--- src/rtl/adc_seq_pkg.sv ---
package adc_seq_pkg;
    localparam int SAMPLE_W = 12;
    localparam int WORD_W   = 16;
    localparam int WCODE_W  = 3;
    localparam int WIN_BASE = 4;
    localparam int PAD_W    = WORD_W - SAMPLE_W;
    localparam int WCNT_W   = $clog2((1 << WCODE_W) + WIN_BASE);

    typedef enum logic [2:0] {
        ST_IDLE  = 3'd0,
        ST_ARMED = 3'd1,
        ST_SAMP  = 3'd2,
        ST_CONV  = 3'd3,
        ST_CAPT  = 3'd4
    } seq_state_t;

    typedef enum logic [1:0] {
        SRC_SOFT  = 2'd0,
        SRC_NONE  = 2'd1,
        SRC_TIMER = 2'd2,
        SRC_PIN   = 2'd3
    } start_src_t;

    typedef struct packed {
        logic [WCODE_W-1:0] wcode;
        start_src_t         src;
        logic               repeat_en;
        logic               align_left;
    } seq_cfg_t;

    function automatic logic [WCNT_W-1:0] window_len(input logic [WCODE_W-1:0] code);
        return WCNT_W'(code) + WCNT_W'(WIN_BASE);
    endfunction

    function automatic logic [WORD_W-1:0] shape_word(input logic [SAMPLE_W-1:0] d,
                                                     input logic left);
        return left ? {d, {PAD_W{1'b0}}} : {{PAD_W{1'b0}}, d};
    endfunction
endpackage

--- src/rtl/adc_seq_trig.sv ---
module adc_seq_trig
    import adc_seq_pkg::*;
(
    input  logic       clk,
    input  logic       rst,
    input  start_src_t src,
    input  logic       sw_start,
    input  logic       tmr_uf,
    input  logic       ext_trig_n,
    output logic       fire
);
    logic [2:0] pin_q;

    always_ff @(posedge clk) begin
        if (rst) pin_q <= 3'b111;
        else     pin_q <= {pin_q[1:0], ext_trig_n};
    end

    logic pin_fall;
    assign pin_fall = pin_q[2] & ~pin_q[1];

    always_comb begin
        unique case (src)
            SRC_SOFT:  fire = sw_start;
            SRC_TIMER: fire = tmr_uf;
            SRC_PIN:   fire = pin_fall;
            default:   fire = 1'b0;
        endcase
    end
endmodule

--- src/rtl/adc_seq_fsm.sv ---
module adc_seq_fsm
    import adc_seq_pkg::*;
(
    input  logic               clk,
    input  logic               rst,
    input  logic               arm,
    input  logic               fire,
    input  logic               sw_stop,
    input  logic               smp_ce,
    input  logic               repeat_en,
    input  logic [WCODE_W-1:0] wcode,
    input  logic               conv_done,
    output logic               conv_req,
    output logic               busy,
    output logic               capture
);
    seq_state_t        state_q, state_d;
    logic [WCNT_W-1:0] cnt_q, cnt_d;
    logic              stop_q, stop_d;

    assign busy     = (state_q == ST_SAMP) || (state_q == ST_CONV) || (state_q == ST_CAPT);
    assign conv_req = (state_q == ST_CONV);
    assign capture  = (state_q == ST_CAPT) && conv_done;

    always_comb begin
        state_d = state_q;
        cnt_d   = cnt_q;
        unique case (state_q)
            ST_IDLE:  if (arm) state_d = ST_ARMED;
            ST_ARMED: begin
                if (sw_stop) state_d = ST_IDLE;
                else if (fire) begin
                    state_d = ST_SAMP;
                    cnt_d   = '0;
                end
            end
            ST_SAMP: begin
                if (smp_ce) begin
                    if (cnt_q == window_len(wcode) - 1'b1) state_d = ST_CONV;
                    else cnt_d = cnt_q + 1'b1;
                end
            end
            ST_CONV:  state_d = ST_CAPT;
            ST_CAPT: begin
                if (conv_done) begin
                    if (repeat_en && !stop_q && !sw_stop) begin
                        state_d = ST_SAMP;
                        cnt_d   = '0;
                    end else begin
                        state_d = ST_IDLE;
                    end
                end
            end
            default:  state_d = ST_IDLE;
        endcase
        if (state_d == ST_IDLE)      stop_d = 1'b0;
        else if (sw_stop && busy)    stop_d = 1'b1;
        else                         stop_d = stop_q;
    end

    always_ff @(posedge clk) begin
        if (rst) begin
            state_q <= ST_IDLE;
            cnt_q   <= '0;
            stop_q  <= 1'b0;
        end else begin
            state_q <= state_d;
            cnt_q   <= cnt_d;
            stop_q  <= stop_d;
        end
    end

    assert_req_single_R12: assert property (@(posedge clk) disable iff (rst)
        conv_req |=> !conv_req);
    assert_req_after_ce_R4: assert property (@(posedge clk) disable iff (rst)
        $rose(conv_req) |-> $past(smp_ce));
endmodule

--- src/rtl/adc_seq_result.sv ---
module adc_seq_result
    import adc_seq_pkg::*;
(
    input  logic                clk,
    input  logic                rst,
    input  logic                capture,
    input  logic [SAMPLE_W-1:0] conv_data,
    input  logic                align_left,
    input  logic                res_read,
    output logic [WORD_W-1:0]   result,
    output logic                res_ready,
    output logic                overrun
);
    logic [SAMPLE_W-1:0] data_q;
    logic                unread_q;

    always_ff @(posedge clk) begin
        if (rst) begin
            data_q    <= '0;
            unread_q  <= 1'b0;
            res_ready <= 1'b0;
            overrun   <= 1'b0;
        end else begin
            res_ready <= capture;
            if (capture) data_q <= conv_data;
            if (capture)       unread_q <= 1'b1;
            else if (res_read) unread_q <= 1'b0;
            if (capture && unread_q && !res_read) overrun <= 1'b1;
            else if (res_read)                    overrun <= 1'b0;
        end
    end

    assign result = shape_word(data_q, align_left);

    assert_ready_single_R10: assert property (@(posedge clk) disable iff (rst)
        res_ready |=> !res_ready);
    assert_ovr_with_ready_R11: assert property (@(posedge clk) disable iff (rst)
        $rose(overrun) |-> res_ready);
endmodule

--- src/rtl/adc_seq_ctrl.sv ---
module adc_seq_ctrl
    import adc_seq_pkg::*;
(
    input  logic                clk,
    input  logic                rst,
    input  logic                cfg_wr,
    input  logic [6:0]          cfg_wdata,
    input  logic                vr_wr,
    input  logic [1:0]          vr_wdata,
    input  logic                arm,
    input  logic                sw_start,
    input  logic                sw_stop,
    input  logic                tmr_uf,
    input  logic                ext_trig_n,
    input  logic                smp_ce,
    input  logic                conv_done,
    input  logic [11:0]         conv_data,
    input  logic                res_read,
    output logic                conv_req,
    output logic                busy,
    output logic [15:0]         result,
    output logic                res_ready,
    output logic                overrun,
    output logic [1:0]          vrange
);
    seq_cfg_t cfg_q;
    logic     fire, capture;

    always_ff @(posedge clk) begin
        if (rst) begin
            cfg_q  <= '0;
            vrange <= '0;
        end else begin
            if (cfg_wr)          cfg_q  <= seq_cfg_t'(cfg_wdata);
            if (vr_wr && !busy)  vrange <= vr_wdata;
        end
    end

    adc_seq_trig trig_i (
        .clk(clk), .rst(rst), .src(cfg_q.src), .sw_start(sw_start),
        .tmr_uf(tmr_uf), .ext_trig_n(ext_trig_n), .fire(fire)
    );

    adc_seq_fsm fsm_i (
        .clk(clk), .rst(rst), .arm(arm), .fire(fire), .sw_stop(sw_stop),
        .smp_ce(smp_ce), .repeat_en(cfg_q.repeat_en), .wcode(cfg_q.wcode),
        .conv_done(conv_done), .conv_req(conv_req), .busy(busy), .capture(capture)
    );

    adc_seq_result res_i (
        .clk(clk), .rst(rst), .capture(capture), .conv_data(conv_data),
        .align_left(cfg_q.align_left), .res_read(res_read), .result(result),
        .res_ready(res_ready), .overrun(overrun)
    );

    assert_vr_hold_R9: assert property (@(posedge clk) disable iff (rst)
        busy |=> $stable(vrange));
endmodule

--- config.mk ---
export PLATFORM = sky130hd
export DESIGN_NAME = adc_seq_ctrl
export DESIGN_NICKNAME = d
export VERILOG_FILES = /design/src/rtl/adc_seq_pkg.sv /design/src/rtl/adc_seq_trig.sv /design/src/rtl/adc_seq_fsm.sv /design/src/rtl/adc_seq_result.sv /design/src/rtl/adc_seq_ctrl.sv
export SDC_FILE = /design/constraint.sdc
export NUM_CORES = 1
export LEC_CHECK = 0
export ABC_AREA = 1
export BUFFER_PORTS_ARGS = -buffer_cell sky130_fd_sc_hd__buf_2
export CORE_ASPECT_RATIO = 1.25
export CORE_MARGIN = 2
export CORE_UTILIZATION = 51
export DETAILED_ROUTE_END_ITERATION = 16
export MAX_ROUTING_LAYER = met4
export PLACE_DENSITY = 0.86
export SYNTH_ARGS = -nofsm -noshare
export SYNTH_HDL_FRONTEND = slang
export SYNTH_HIERARCHICAL = 1
export SYNTH_SLANG_ARGS = --single-unit
--- constraint.sdc ---
create_clock -name clk -period 1.9 [get_ports clk]
set_input_delay 0.19 -clock clk [delete_from_list [all_inputs] [get_ports clk]]
set_output_delay 0.19 -clock clk [all_outputs]
set_load 0.005 [all_outputs]
Yosys cells after proc, flatten, opt, wreduce, memory -nomap -nowiden
Index checks and enable logic that the tools add are counted.
Widths: inputs -> output; s select.
Storage, ports and cells
  word-level logic and storage cells: 72
  register bits: 35
  output and inout port bits: 22
Operators by class
  muxes and demuxes: 20
  $add $sub $neg: 3
  eq/ne operators: 13
  reductions and logical operators: 21
  bitwise gates (word level): 2
Operator list (count)
  $mux 4: 6
  $mux 3: 6
  $mux 16: 1
  $pmux 3 s5: 1
  $ne 2x2->1 const B: 6
  $pmux 4 s3: 1
  $logic_and 1x1->1: 7
  $reduce_and 7->1: 1
  $eq 3x2->1 const B: 2
  $logic_not 3->1: 2
  $add 3x3->4 const B: 1
  $add 4x1->4 const B: 1
  $eq 2x2->1 const B: 2
  $eq 4x4->1: 1
  $logic_not 1->1: 4
  $reduce_bool 2->1: 2
  $sub 4x1->4 const B: 1
  $eq 3x1->1 const B: 1
  $eq 3x3->1 const B: 1
  $mux 1: 3
  $pmux 1 s3: 1
  $reduce_bool 3->1: 1
  $logic_not 2->1: 1
  $logic_or 1x1->1: 2
  other kinds (4): 4

Longest topological paths before layout
  word-level depth: 8
  depth in mapped cells: 14
  gate-level depth less buffers: 14

Cells and area by module
The synthesis kept the hierarchy.
By module, submodules not included
  adc_seq_result: area each 768.2 µm², seq. area each 300.3 µm², cells each 128, instances 1
  adc_seq_fsm: area each 668.1 µm², seq. area each 160.2 µm², cells each 110, instances 1
  adc_seq_ctrl: area each 326.6 µm², seq. area each 180.2 µm², cells each 45, instances 1
  adc_seq_trig: area each 120.1 µm², seq. area each 60.1 µm², cells each 16, instances 1

Worst setup path after synthesis
No wires, ideal clock.
  path kind: flip-flop to flip-flop
  start point: reg cfg_q[4] (netlist bit)
  end point: reg fsm_i.cnt_q[1]
  buffers on the path: 0
  arrival time: 1.347 ns
  setup slack: 0.429 ns
  stages on the path, launching flop included: 13
  clock period less this slack: 1.471 ns
  cell sequence: dfxtp_1 > inv_1 > ha_1 > inv_1 > nand2_1 > nand2_1 > nand3_2 > nor2_2 > nand2_2 > nand2_4 > nand2_1 > nand2_1 > nor2_1
On the way
  word-level cells in the longest chain between the ends: 5
RTL lines
  start, declared: RTL line adc_seq_ctrl.sv:26  | seq_cfg_t cfg_q;
  start signal, assigned: RTL line adc_seq_ctrl.sv:34  | if (cfg_wr) cfg_q <= seq_cfg_t'(cfg_wdata);
  $add 3x3->4: RTL line adc_seq_pkg.sv:32  | return WCNT_W'(code) + WCNT_W'(WIN_BASE);
  $sub 4x1->4: RTL line adc_seq_fsm.sv:39  | if (cnt_q == window_len(wcode) - 1'b1) state_d = ST_CONV;
  $eq 4x4->1: RTL line adc_seq_fsm.sv:39
  $ne 2x2->1 (no line)
  $reduce_and 7->1 (no line)
  end signal, assigned: RTL line adc_seq_fsm.sv:68  | cnt_q <= cnt_d;
  end, declared: RTL line adc_seq_fsm.sv:18  | logic [WCNT_W-1:0] cnt_q, cnt_d;
No other way between the ends.
A chain may end at the register's enable or synchronous reset.

Worst setup path after layout
Same ends and word-level chain as after synthesis.

==> metrics.md <==
| Metric | Value |
|---|---|
| Outcome | complete, no violations |
| DP HPWL | between 2000 and 3000 um |
| Peak supply drop | 0.000564 V |
| CP endpoint kind | register |
| Hold_ws | just over 0.09 ns |
| Crit path top cell by count | nand2_1 |
| Antenna violations before repair | 0 |
| IO buf count | 54 |
| Root Driver | clkbuf_8 |
| Total wire length | about 3800 um |
| Critical Path AT | around 1.8 ns |
| Mapped cell area | 1880 um2 |
| Design Area, Final | roughly 2300 um2 |
| Hold_sp | ext_trig_n |
| Antenna diode count | 0 |
| Worst-Skew Late Latency | roughly 0.28 ns |
| FF-to-FF End | fsm_i/cnt_q[1] |
| Simple-Gate Fraction of Synth Area | approximately two fifths |
| Final critical-path share of the clock period | 83.1% |
| Fillers | 353 |
| Synth Register Bits | 35 |
| WP data required | just over 2 ns |
| CP max FO | 5 |
| Slew Limit Fails | 0 |
| Largest net degree at the start of global routing | 27 |
| Hold Path Class | primary input to register |
| Synthesis-to-finish area growth | 19.9% |
| Row count | 24 |
| Core outline area | about 3500 um2 |
| Least-Margin Pin Slew | 0.384 ns |
| DP Area | ~2200 um2 |
| All-Layer GR Usage | between 20% and 30% |
| Layout Nets | slightly below 400 |
| GPL Wtd Cong | 0.847 |
| Pwr dens | between 600 and 700 nW/um2 |
| Crit-path cells | inv_1 > ha_1 > inv_1 > nand2_1 > nand2_1 > nand3_2 > nor2_2 > nand2_2 > nand2_4 > nand2_1 > nand2_1 > nor2_1 |
| Ys async rst share | 0% |
| Top-level port count | 55 |
| Remaining DRCs | 0 |
| Max_cap viols | 0 |
| Initial DRC count | 78 |
| Unrepaired setup endpoints after global routing | no |
| Postcts setup bufs | 0 |
| Depth of the most critical reg-to-reg path | 12 |
| Setup_tns | 0 ns |
| Worst-path clk slew | approximately 0.070 ns |
| Multi-input logic area | about 890 um2 |
| H-tree level count | 2 |
| EDFF count, synth | 0 |
| Hold Path Sink | trig_i/pin_q[0] |
| Wire per inst | ~9.5 um |
| Initial Utilization | between 50% and 60% |
| Reg2Reg Setup Slack | about 0.32 ns |
| Detail Route Antenna Nets | 0 |
| Top FF cell, synth | dfxtp_1 |
| Slowest cell on the critical path | dfxtp_1 |
| RR Startpoint | cfg_q[4] |
| Post-CTS resize count | 0 |
| Seq/Total Area, Yosys | 37.2% |
| Lkg Pwr | 1.26 nW |
| Vias in the first global route | 1,639 |
| Die H | between 70 and 80 um |
| Total grt overflow | 0 |
| Post-Synth Adder-Cell Area | between 1 and 1.5% |
| Die width | a little under 60 um |
| Warnings from Yosys | 6 |
| FMAX | around 630 MHz |
| Mux cell area share after synthesis | 0% |
| Net Count, Synth | 334 |
| TritonCTS clock tree | yes |
| Die area | approximately 4200 um2 |
| Seq. cell area | roughly 700 um2 |
| Slew margin rel. | 74.4% |
| First-pass GRT wire length | 6580 um |
| Hold Path Stages | 2 |
| Max stage delay on crit path | 0.36 ns |
| CTS max path bufs | 2 |
| Drt via density | approximately 4.7 |
| Pwr Total | between 1.5 and 2 mW |
| CTS buffer count | 5 |
| Synth Area in Compound Gates | just under 7% |
| Layout cells sized above 1 | around 22% |
| Post-synthesis cell type count | 26 |
| 1st-pass router iterations | 4 |
| Syn_area_per_cell | roughly 6.3 um2 |
| Clock Skews | 0.00455 ns |
| Post-Synth XOR/XNOR Area | 0.930% |
| Fin. Hold Viols | 0 |
| Hold-fix buffers at CTS | 0 |
| Setup-failing EPs final | 0 |
| Final Util | between 60% and 70% |
| CTS Sinks | 35 |
| Largest family of logic cells by synthesized area | simple AND/OR/NAND/NOR gates |
| Setup crit start kind | register |
| Via count | roughly 1,800 |
| Post-Syn Instances | roughly 300 |
| Kind of critical path | register to register |
| Final min period | 1.58 ns |
-- cells by family (layout without fill, tap and decap cells) --
kind of cell             after synthesis  count (layout)
AND/OR/NAND/NOR                      166             166
buffers and inverters                 70             127
flip-flops                            35              35
AO/OA/AOI/OAI                         24              24
adder cells (fa/ha/maj)                2               2
XOR/XNOR                               2               2
-- worst max-delay path by stage --
stage,startpoint,to,slack [ns],cells past startpoint
after global routing,cfg_q[4],fsm_i/cnt_q[1],0.12,12
after global placement,cfg_q[4],fsm_i/cnt_q[1],0.37,12
final,cfg_q[4],fsm_i/cnt_q[1],0.32,12
after detailed placement,cfg_q[4],fsm_i/cnt_q[1],0.34,12
after CTS,cfg_q[4],fsm_i/cnt_q[1],0.32,12
after floorplan,cfg_q[4],fsm_i/cnt_q[1],0.43,12
-- metrics by stage --
step	setup slack [ns]	std cells
after global routing	0.120	395
after global placement	0.375	387
final	0.322	395
after detailed placement	0.336	387
after floorplan	0.429	299
after CTS	0.321	395
-- per-layer routing --
layer	GRT usage (%)	vias to the layer above	routed length, um
li1	-	997	-
met1	23.6	784	1690
met2	32.8	52	1790
met3	5.17	4	217
met4	11.4	0	68
met5	-	-	0
-- where the power goes --
group,total [mW],internal (mW),switching [mW]
clock network,0.581,0.330,0.250
registers,0.773,0.756,0.0166
logic,0.203,0.0834,0.119
total,1.56,1.17,0.386
-- synth_stat cells (3+ instances only) --
library cell	count	share of area, %
inv_1	60	12
buf_4	3	1.2
a21oi_1	9	2.4
or2_1	3	1.0
o21ai_0	12	3.2
nand3_1	15	4.0
nor2_1	62	12
nand2_2	4	1.3
inv_2	3	0.60
buf_6	3	1.8
dfxtp_1	35	37
nand2_1	70	14
-- cell type report --
type                            count  area share (%)
Tap cell                           39            2.16
Multi-Input combinational cell    194            39.2
Sequential cell                    35            31.0
Clock buffer                        8            4.43
Timing Repair Buffer               56            12.6
Inverter                           63            10.5
-- registers in the layout, indices dropped and copies added, names as in the netlist --
| signal | flops |
|---|---|
| cfg_q | 7 |
| fsm_i/cnt_q | 4 |
| fsm_i/state_q | 3 |
| fsm_i/stop_q | 1 |
| res_i/data_q | 12 |
| res_i/overrun | 1 |
| res_i/res_ready | 1 |
| res_i/unread_q | 1 |
| trig_i/pin_q | 3 |
| vrange | 2 |
-- cells in the final DEF, fill, tap and decap left out, drive strengths merged --
cell    instances
nand2          75
nor2           66
inv            63
buf            56
dfxtp          35
nand3          17
o21ai          13
a21oi           9
clkbuf          8
or2             3
xor2            2
nand4           2
ha              2
nor3            2
o22ai           1
nand3b          1
a22oi           1
-- critical path: cells and delay by family (launching register included) --
family | cells | cell delay [ns]
and+or+nand+nor | 9 | 0.66
buffers and inverters | 2 | 0.14
DFF | 1 | 0.36
adders and majority gates | 1 | 0.30
(Power assumes the default switching activity.)
